[src/rtl/nco_pkg.sv]
package nco_pkg;
    localparam int DW     = 8;           // register width
    localparam int AW     = 2;           // register address width
    localparam int DIV_W  = 7;           // default divide field
    localparam int DLY_W  = 8;           // delay register
    localparam int DLT_W  = 4;           // delta field
    localparam int RPT_W  = 4;           // repeat field
    localparam int PW     = DIV_W + 1;   // period width, holds default+1
    localparam int MIN_DIV = 2;

    localparam logic [AW-1:0]    A_DIV   = 2'd0;
    localparam logic [AW-1:0]    A_DLY   = 2'd1;
    localparam logic [AW-1:0]    A_DLT   = 2'd2;
    localparam logic [DIV_W-1:0] DIV_RST = DIV_W'(64);

    typedef enum logic [1:0] {
        ST_IDLE,
        ST_ARMED,
        ST_DELAY,
        ST_ADJUST
    } adj_state_e;

    typedef struct packed {
        logic inc;
        logic dec;
    } step_t;

    // Clamp a two's-complement delta to a single step.
    function automatic step_t clamp_step(logic [DLT_W-1:0] raw);
        step_t s;
        s.inc = (raw != '0) && !raw[DLT_W-1];
        s.dec = raw[DLT_W-1];
        return s;
    endfunction
endpackage

[src/rtl/nco_regs.sv]
module nco_regs
    import nco_pkg::*;
(
    input  logic             clk,
    input  logic             rst,
    input  logic             wr_en,
    input  logic [AW-1:0]    wr_addr,
    input  logic [DW-1:0]    wr_data,
    input  logic [AW-1:0]    rd_addr,
    output logic [DW-1:0]    rd_data,
    output logic [DIV_W-1:0] def_div,
    output logic [DLY_W-1:0] dly_val,
    output logic [DLT_W-1:0] dlt_raw,
    output logic [RPT_W-1:0] rpt_val,
    output logic             arm
);
    logic [DIV_W-1:0]       div_q;
    logic [DLY_W-1:0]       dly_q;
    logic [DLT_W+RPT_W-1:0] adj_q;

    always_ff @(posedge clk) begin
        if (rst) begin
            div_q <= DIV_RST;
            dly_q <= '0;
            adj_q <= '0;
        end else if (wr_en) begin
            if (wr_addr == A_DIV) div_q <= wr_data[DIV_W-1:0];
            if (wr_addr == A_DLY) dly_q <= wr_data[DLY_W-1:0];
            if (wr_addr == A_DLT) adj_q <= wr_data[DLT_W+RPT_W-1:0];
        end
    end

    always_comb begin
        unique case (rd_addr)
            A_DIV:   rd_data = DW'(div_q);
            A_DLY:   rd_data = DW'(dly_q);
            A_DLT:   rd_data = DW'(adj_q);
            default: rd_data = '0;
        endcase
    end

    assign arm     = wr_en && (wr_addr == A_DLY);
    assign def_div = div_q;
    assign dly_val = dly_q;
    assign dlt_raw = adj_q[DLT_W+RPT_W-1:RPT_W];
    assign rpt_val = adj_q[RPT_W-1:0];
endmodule

[src/rtl/nco_sched.sv]
module nco_sched
    import nco_pkg::*;
(
    input  logic             clk,
    input  logic             rst,
    input  logic             arm,
    input  logic             xfer_strobe,
    input  logic             frame_start,
    input  logic             tick,
    input  logic [DIV_W-1:0] def_div,
    input  logic [DLY_W-1:0] dly_val,
    input  logic [DLT_W-1:0] dlt_raw,
    input  logic [RPT_W-1:0] rpt_val,
    output logic             busy,
    output logic [PW-1:0]    next_div
);
    adj_state_e       state_q, state_d;
    logic [DLY_W-1:0] dcnt_q;
    logic [RPT_W-1:0] rcnt_q;
    step_t            step_q;
    logic             has_step;
    logic             apply;

    assign has_step = step_q.inc || step_q.dec;
    assign apply    = (state_q == ST_ADJUST) && (rcnt_q != '0) && has_step
                      && tick && frame_start;

    // Transition logic
    always_comb begin
        state_d = state_q;
        unique case (state_q)
            ST_IDLE: ;
            ST_ARMED:
                if (xfer_strobe)
                    state_d = (dly_val == '0) ? ST_ADJUST : ST_DELAY;
            ST_DELAY:
                if (tick && dcnt_q == DLY_W'(1)) state_d = ST_ADJUST;
            ST_ADJUST:
                if (rcnt_q == '0 || !has_step)              state_d = ST_IDLE;
                else if (apply && rcnt_q == RPT_W'(1))      state_d = ST_IDLE;
            default: state_d = ST_IDLE;
        endcase
        if (arm) state_d = ST_ARMED;
    end

    // State register and counters
    always_ff @(posedge clk) begin
        if (rst) begin
            state_q <= ST_IDLE;
            dcnt_q  <= '0;
            rcnt_q  <= '0;
            step_q  <= '0;
        end else begin
            state_q <= state_d;
            if (arm) begin
                rcnt_q <= rpt_val;
                step_q <= clamp_step(dlt_raw);
            end else if (state_q == ST_ARMED && xfer_strobe) begin
                dcnt_q <= dly_val;
            end else if (state_q == ST_DELAY && tick) begin
                dcnt_q <= dcnt_q - DLY_W'(1);
            end else if (apply) begin
                rcnt_q <= rcnt_q - RPT_W'(1);
            end
        end
    end

    // Outputs
    logic [PW-1:0] base, sum;
    always_comb begin
        busy = (state_q != ST_IDLE);
        base = PW'(def_div);
        sum  = base;
        if (apply && step_q.inc)      sum = base + PW'(1);
        else if (apply && step_q.dec) sum = (base == '0) ? '0 : base - PW'(1);
        next_div = (sum < PW'(MIN_DIV)) ? PW'(MIN_DIV) : sum;
    end
endmodule

[src/rtl/nco_count.sv]
module nco_count
    import nco_pkg::*;
(
    input  logic          clk,
    input  logic          rst,
    input  logic [PW-1:0] next_div,
    output logic          tick
);
    logic [PW-1:0] cnt_q;
    logic [PW-1:0] per_q;

    assign tick = (cnt_q == per_q - PW'(1));

    always_ff @(posedge clk) begin
        if (rst) begin
            cnt_q <= '0;
            per_q <= PW'(DIV_RST);
        end else if (tick) begin
            cnt_q <= '0;
            per_q <= next_div;
        end else begin
            cnt_q <= cnt_q + PW'(1);
        end
    end
endmodule

[src/rtl/nco_adj_divider.sv]
module nco_adj_divider
    import nco_pkg::*;
(
    input  logic          clk,
    input  logic          rst,
    input  logic          wr_en,
    input  logic [AW-1:0] wr_addr,
    input  logic [DW-1:0] wr_data,
    input  logic [AW-1:0] rd_addr,
    output logic [DW-1:0] rd_data,
    input  logic          frame_start,
    input  logic          xfer_strobe,
    output logic          sample_tick,
    output logic          adj_busy
);
    logic [DIV_W-1:0] def_div;
    logic [DLY_W-1:0] dly_val;
    logic [DLT_W-1:0] dlt_raw;
    logic [RPT_W-1:0] rpt_val;
    logic             arm;
    logic [PW-1:0]    next_div;

    nco_regs u_regs (
        .clk(clk), .rst(rst), .wr_en(wr_en), .wr_addr(wr_addr),
        .wr_data(wr_data), .rd_addr(rd_addr), .rd_data(rd_data),
        .def_div(def_div), .dly_val(dly_val), .dlt_raw(dlt_raw),
        .rpt_val(rpt_val), .arm(arm)
    );

    nco_sched u_sched (
        .clk(clk), .rst(rst), .arm(arm), .xfer_strobe(xfer_strobe),
        .frame_start(frame_start), .tick(sample_tick), .def_div(def_div),
        .dly_val(dly_val), .dlt_raw(dlt_raw), .rpt_val(rpt_val),
        .busy(adj_busy), .next_div(next_div)
    );

    nco_count u_count (
        .clk(clk), .rst(rst), .next_div(next_div), .tick(sample_tick)
    );
endmodule

[config.mk]
export PLATFORM = sky130hd
export DESIGN_NAME = nco_adj_divider
export DESIGN_NICKNAME = d
export VERILOG_FILES = /design/src/rtl/nco_pkg.sv /design/src/rtl/nco_regs.sv /design/src/rtl/nco_sched.sv /design/src/rtl/nco_count.sv /design/src/rtl/nco_adj_divider.sv
export SDC_FILE = /design/constraint.sdc
export NUM_CORES = 1
export LEC_CHECK = 0
export ABC_AREA = 1
export BUFFER_PORTS_ARGS = -buffer_cell sky130_fd_sc_hd__clkbuf_2
export CELL_PAD_IN_SITES_DETAIL_PLACEMENT = 0
export CELL_PAD_IN_SITES_GLOBAL_PLACEMENT = 1
export CORE_AREA = 2 2 111 113
export CTS_CLUSTER_DIAMETER = 60
export CTS_CLUSTER_SIZE = 25
export DETAILED_ROUTE_END_ITERATION = 8
export DIE_AREA = 0 0 113 115
export MAX_ROUTING_LAYER = met4
export PLACE_DENSITY = 0.58
export SYNTH_ARGS = -nofsm -noshare
export SYNTH_HDL_FRONTEND = slang
export SYNTH_SLANG_ARGS = --single-unit
export TNS_END_PERCENT = 10
[constraint.sdc]
create_clock -name clk -period 3.1 [get_ports clk]
set_input_delay 0.93 -clock clk [delete_from_list [all_inputs] [get_ports clk]]
set_output_delay 0.93 -clock clk [all_outputs]
set_load 0.02 [all_outputs]
Word level (Yosys, flattened, before mapping). Cells that the tools add are included.

$add $sub $neg: 6. Multipliers: 0. Divide/modulo/power cells: 0. $lt $le $gt $ge: 1. Eq/ne operators: 18. Shift operators: 0. Mux-type cells: 18. Bitwise gates (word level): 1. Reduce and logical (&&, ||, !) cells: 37.

Operator list (number): 2-to-1 mux 8 bit (6); one-hot mux 8 bit (3 select lines) (1); 2-to-1 mux 4 bit (4); subtractor 8 x 1 -> 8 bit, second input constant (2); logical AND 1 bit (12); nonzero test 4 bit (3); adder 7 x 1 -> 8 bit, second input constant (1); adder 8 x 1 -> 8 bit, second input constant (1); == test 2 bit, second input constant (4); == test 8 x 1 -> 1 bit, second input constant (1); == test 8 bit (1); zero test 8 bit (1); < comparator 8 x 2 -> 1 bit, second input constant (1); 2-to-1 mux 2 bit (4); AND reduction 2 bit (4); AND reduction 4 bit (2); subtractor 7 x 1 -> 8 bit, second input constant (1); zero test 7 bit (1); == test 2 x 1 -> 1 bit, second input constant (3); inequality test 2 bit, second input constant (3); inequality test 3 bit, second input constant (2); one-hot mux 2 bit (3 select lines) (1); nonzero test 2 bit (3); == test 4 x 1 -> 1 bit, second input constant (1); 13 further kinds (18).

Register bits: 55. Latch bits: 0. RAM bits: 0. ROM bits: 0. Bits of input ports: 17. Memories kept: 0.

Logic depth before layout (Yosys ltp).
Depth in word-level cells: 10. Gate-level depth with buffers: 20. Depth with buffers taken out: 20.

Hierarchy. Synthesis repeated with hierarchy kept, for this count alone.

Cells, all modules: 629. Area, all modules: 3872.5 µm².

By module, submodules not included: nco_sched (times used 1, cells an instance 277, area an instance 1679.1 µm²); nco_regs (times used 1, cells an instance 178, area an instance 1141.1 µm²); nco_count (times used 1, cells an instance 174, area an instance 1052.3 µm²).

Least setup slack after synthesis. No wires, ideal clock.

Path kind: input-to-output. From: input rd_addr[1]. To: output rd_data[0]. Arrival: 1534 ps. Required time: 2170 ps. Path slack: 636 ps. Cell stages on the path: 3. Path buffers: 0. Path through: inv_1 -> nand2_1 -> o221ai_1.

Longest elaborated chain between the ends: 2. Elaborated cells on any way between the ends: 4.

RTL lines: from (decl) (RTL line nco_adj_divider.sv:9) `input logic [AW-1:0] rd_addr,`; == test 2 bit (tied with other cells) (RTL line nco_regs.sv:34) `unique case (rd_addr)`; one-hot mux 8 bit (3 select lines) * (RTL line nco_regs.sv:34); to (decl) (RTL line nco_adj_divider.sv:10) `output logic [DW-1:0] rd_data,`.

Every way passes the cells marked *; elsewhere a longest branch is shown, timed or not.

Worst setup path in the final report.
From: register u_count.per_q[0]. To: output sample_tick.

Longest elaborated chain between the ends: 2.

RTL lines: from (decl) (RTL line nco_count.sv:10) `logic [PW-1:0] per_q;`; from (signal assigned) (RTL line nco_count.sv:17) `per_q <= PW'(DIV_RST);`; from (signal assigned) (RTL line nco_count.sv:20) `per_q <= next_div;`; subtractor 8 x 1 -> 8 bit (RTL line nco_count.sv:12) `assign tick = (cnt_q == per_q - PW'(1));`; == test 8 bit (RTL line nco_count.sv:12); to (decl) (RTL line nco_adj_divider.sv:13) `output logic sample_tick,`.

No other way between the ends.

==> impl_results.md <==
- Per-cell routed wire length: 14.3 um
- GR Layer Usage met2: 28.5%
- Max VDD drop: roughly 0.32 mV
- Clk sinks: 55
- Die area: 0.0130 sq mm
- Gr ovfl total: 0
- Unique masters post-synth: 37
- Leakage: 1.82 nW
- Reg2reg start: u_count.per_q[1]$_SDFFE_PP0N_
- Tightest Pin Transition: 0.541 ns
- Crit path kind: reg -> out
- Rel. slew slack: 63.8%
- DR pass1 iterations: 4
- ANT cells: 0
- Worst Hold Class: reg -> reg
- CTS root buf: clkbuf_16
- Cell accounting for the most synthesized area: dfxtp_1
- Final min period: a little under 3 ns
- Met1 Use GR: 22.0%
- First-pass GRT wire length: 17200 um
- Reg2Reg Depth: 19
- Fin nets: approximately 600
- Die Ht: 115 um
- RR Endpoint: u_count.per_q[0]$_SDFFE_PP0N_
- Htree depth: 2
- Row cnt: 40
- CP startpoint kind: flip-flop
- CTS clk-pin slew, worst paths: 0.08 ns
- Met3 Resource Use GR: 2.58%
- YS warnings: 0
- IO Port Bufs: 26
- Total number of vias: 3443
- Synth Area in Adders: 3.22%
- ANT nets after route: 0
- I/O pin count: 27
- Fin crit share: 93.8%
- DRC Markers: 0
- Critical Path RT: 2.17 ns
- R2R Setup Slk: 0.60 ns
- Worst hold endpoint: u_count.per_q[0]$_SDFFE_PP0N_
- Vias per inst: about 4.8
- Power Density: roughly 450 mW/mm^2
- Achievable frequency: around 340 MHz
- GRT Total Usage: about 17%
- Core area: around 0.012 sq mm
- CTS Buffer Depth: 2
- Cells after Synth: 547
- Yosys reg bits: 55
- Sum Neg Setup Slack: 0 ns
- Fin Hold WS: 0.480 ns
- Initial antenna violation count: 0
- CTS tree: yes
- Yosys top cell area share: 31.5%
- Critical hold path startpoint: u_count.per_q[0]$_SDFFE_PP0N_
- Hold_buf cts: 0
- CP Data Arrival Time: roughly 2.0 ns
- Skew final: 0.00591 ns
- Fraction of synthesized area in multiplexers: 0%
- Initial Util: 29.6%
- Synth Area in Simple Gates: about a third
- Mapped Area: between 0.003 and 0.004 sq mm
- WL final: 10300 um
- Crit-path max FO: 6
- DR iter-0 viols: 193
- Inserted Clock Buffers: 5
- Clock Latency Late Sink: 0.30 ns
- Post-layout util: 33.7%
- Layout area overhead: 14.0%
- Post-DP HPWL: ~8200 um
- Die width: 113 um
- Fin. Hold Viols: 0
- Number of global-route vias before repair: 3313
- Register area share after synthesis: between 30% and 40%
- Placer Congestion: a little over 0.8
- Endpoints failing setup: 0
- Layer with the highest usage: met2
- Crit end category: output pin
- Avg Cell Area, Syn: 6.39 sq um
- Synth Area in Compound Gates: 18.4%
- Post-synthesis xor/xnor area fraction: 3.76%
- Worst Setup SP: u_count.per_q[0]$_SDFFE_PP0N_
- Status: completed
- Synth top area cells: dfxtp_1, nand2_1, inv_1, o21ai_0, nor2_1
- Slew Limit Fails: 0
- Main combinational cell family by area after synthesis: simple AND/OR/NAND/NOR gates
- RSZ-0062 raised after global routing: false
- Share of cells above drive strength 1: between 10% and 20%
- Syn_nets: between 500 and 600
- Worst hold path depth: 2
- Pin count of the biggest net entering global routing: 34
- Max Cap Viol: 0
## state kept, by name, summed over array words and instances (netlist names)
signal           count
u_regs.def_div       7
u_count.cnt_q        8
u_count.per_q        8
u_sched.state_q      2
u_regs.dly_val       8
u_sched.dcnt_q       8
u_sched.rcnt_q       4
u_sched.step_q       2
u_regs.adj_q         8
## synthesized netlist by cell type, drive strengths merged
cell type	instances
a211oi	3
a21oi	44
a22o	1
a22oi	2
a31oi	3
buf	1
clkbuf	14
dfxtp	55
ha	9
inv	84
nand2	122
nand3	42
nand3b	1
nand4	6
nor2	66
nor3	9
nor4	4
o211ai	1
o21a	1
o21ai	50
o21bai	1
o221ai	7
o22ai	2
o311ai	1
or2	3
xnor2	4
xor2	11
## final cells by class
class	instances	area, sq um
clock buffers	5	125
repair buffers	33	183
inverters	84	315
flip-flops and latches	55	1100
multi-input cells	393	2020
fillers	1341	7830
clock inverters	3	50.0
well taps	147	184
## metrics by stage
step / power, W / setup slack, ns / cells / cell area [sq um]
after global placement: 0.00111 / 0.463 / 711 / 3790
after detailed placement: 0.00112 / 0.381 / 711 / 3790
final: 0.00178 / 0.193 / 720 / 3980
after CTS: 0.00180 / 0.0595 / 719 / 3970
after global routing: 0.00188 / 0.0241 / 720 / 3980
after floorplan: 0.00102 / 0.636 / 547 / 3490
## power by group
| group | total, W | switching, W | internal, W |
|---|---|---|---|
| combinational | 0.000319 | 0.000204 | 0.000116 |
| sequential | 0.000779 | 0.0000373 | 0.000742 |
| clock | 0.000679 | 0.000288 | 0.000391 |
| total | 0.00178 | 0.000529 | 0.00125 |
## layer usage
metal,vias to the layer above,wire length [um]
met5,-,0
met1,1552,5060
li1,1835,-
met2,46,4850
met4,0,151
met3,10,265
## cells in the final DEF, fill, tap and decap left out, drive strengths merged, types with 4 or more instances in the layout
master  instances
a21oi          44
ha              9
nor4            4
nand4           6
inv            86
nand2         122
nand3          42
nor2           66
o21ai          50
buf             7
dfxtp          55
o221ai          7
xor2           11
xnor2           4
nor3            9
clkbuf         31
## critical path: stages, from the launching register on
cell	delay, ns
dfxtp_2	0.34
inv_2	0.10
ha_2	0.25
nand2_2	0.09
nor2_2	0.10
nand2_1	0.11
nand3_2	0.12
nand2_2	0.07
nor2_4	0.10
nand2_1	0.10
inv_2	0.11
clkbuf_2	0.17
## how the worst max path moves through the flow
| stage | to | slack, ns | cells past startpoint |
|---|---|---|---|
| after floorplan | rd_data[0] | 0.64 | 3 |
| after global placement | sample_tick | 0.46 | 12 |
| after detailed placement | rd_data[3] | 0.38 | 5 |
| after CTS | sample_tick | 0.06 | 12 |
| after global routing | sample_tick | 0.02 | 11 |
| final | sample_tick | 0.19 | 11 |
## timing repair
item,in CTS,in global routing
endpoints found under the setup margin,0,1
gates resized for setup,0,3
buffers inserted,0,1
## logic make-up after synthesis
group,Yosys count
buf+inv,99
simple gates,253
xor+xnor,15
compound gates,116
fa+ha+maj,9
flops,55
Note: power is estimated with default switching activity, not from simulation.
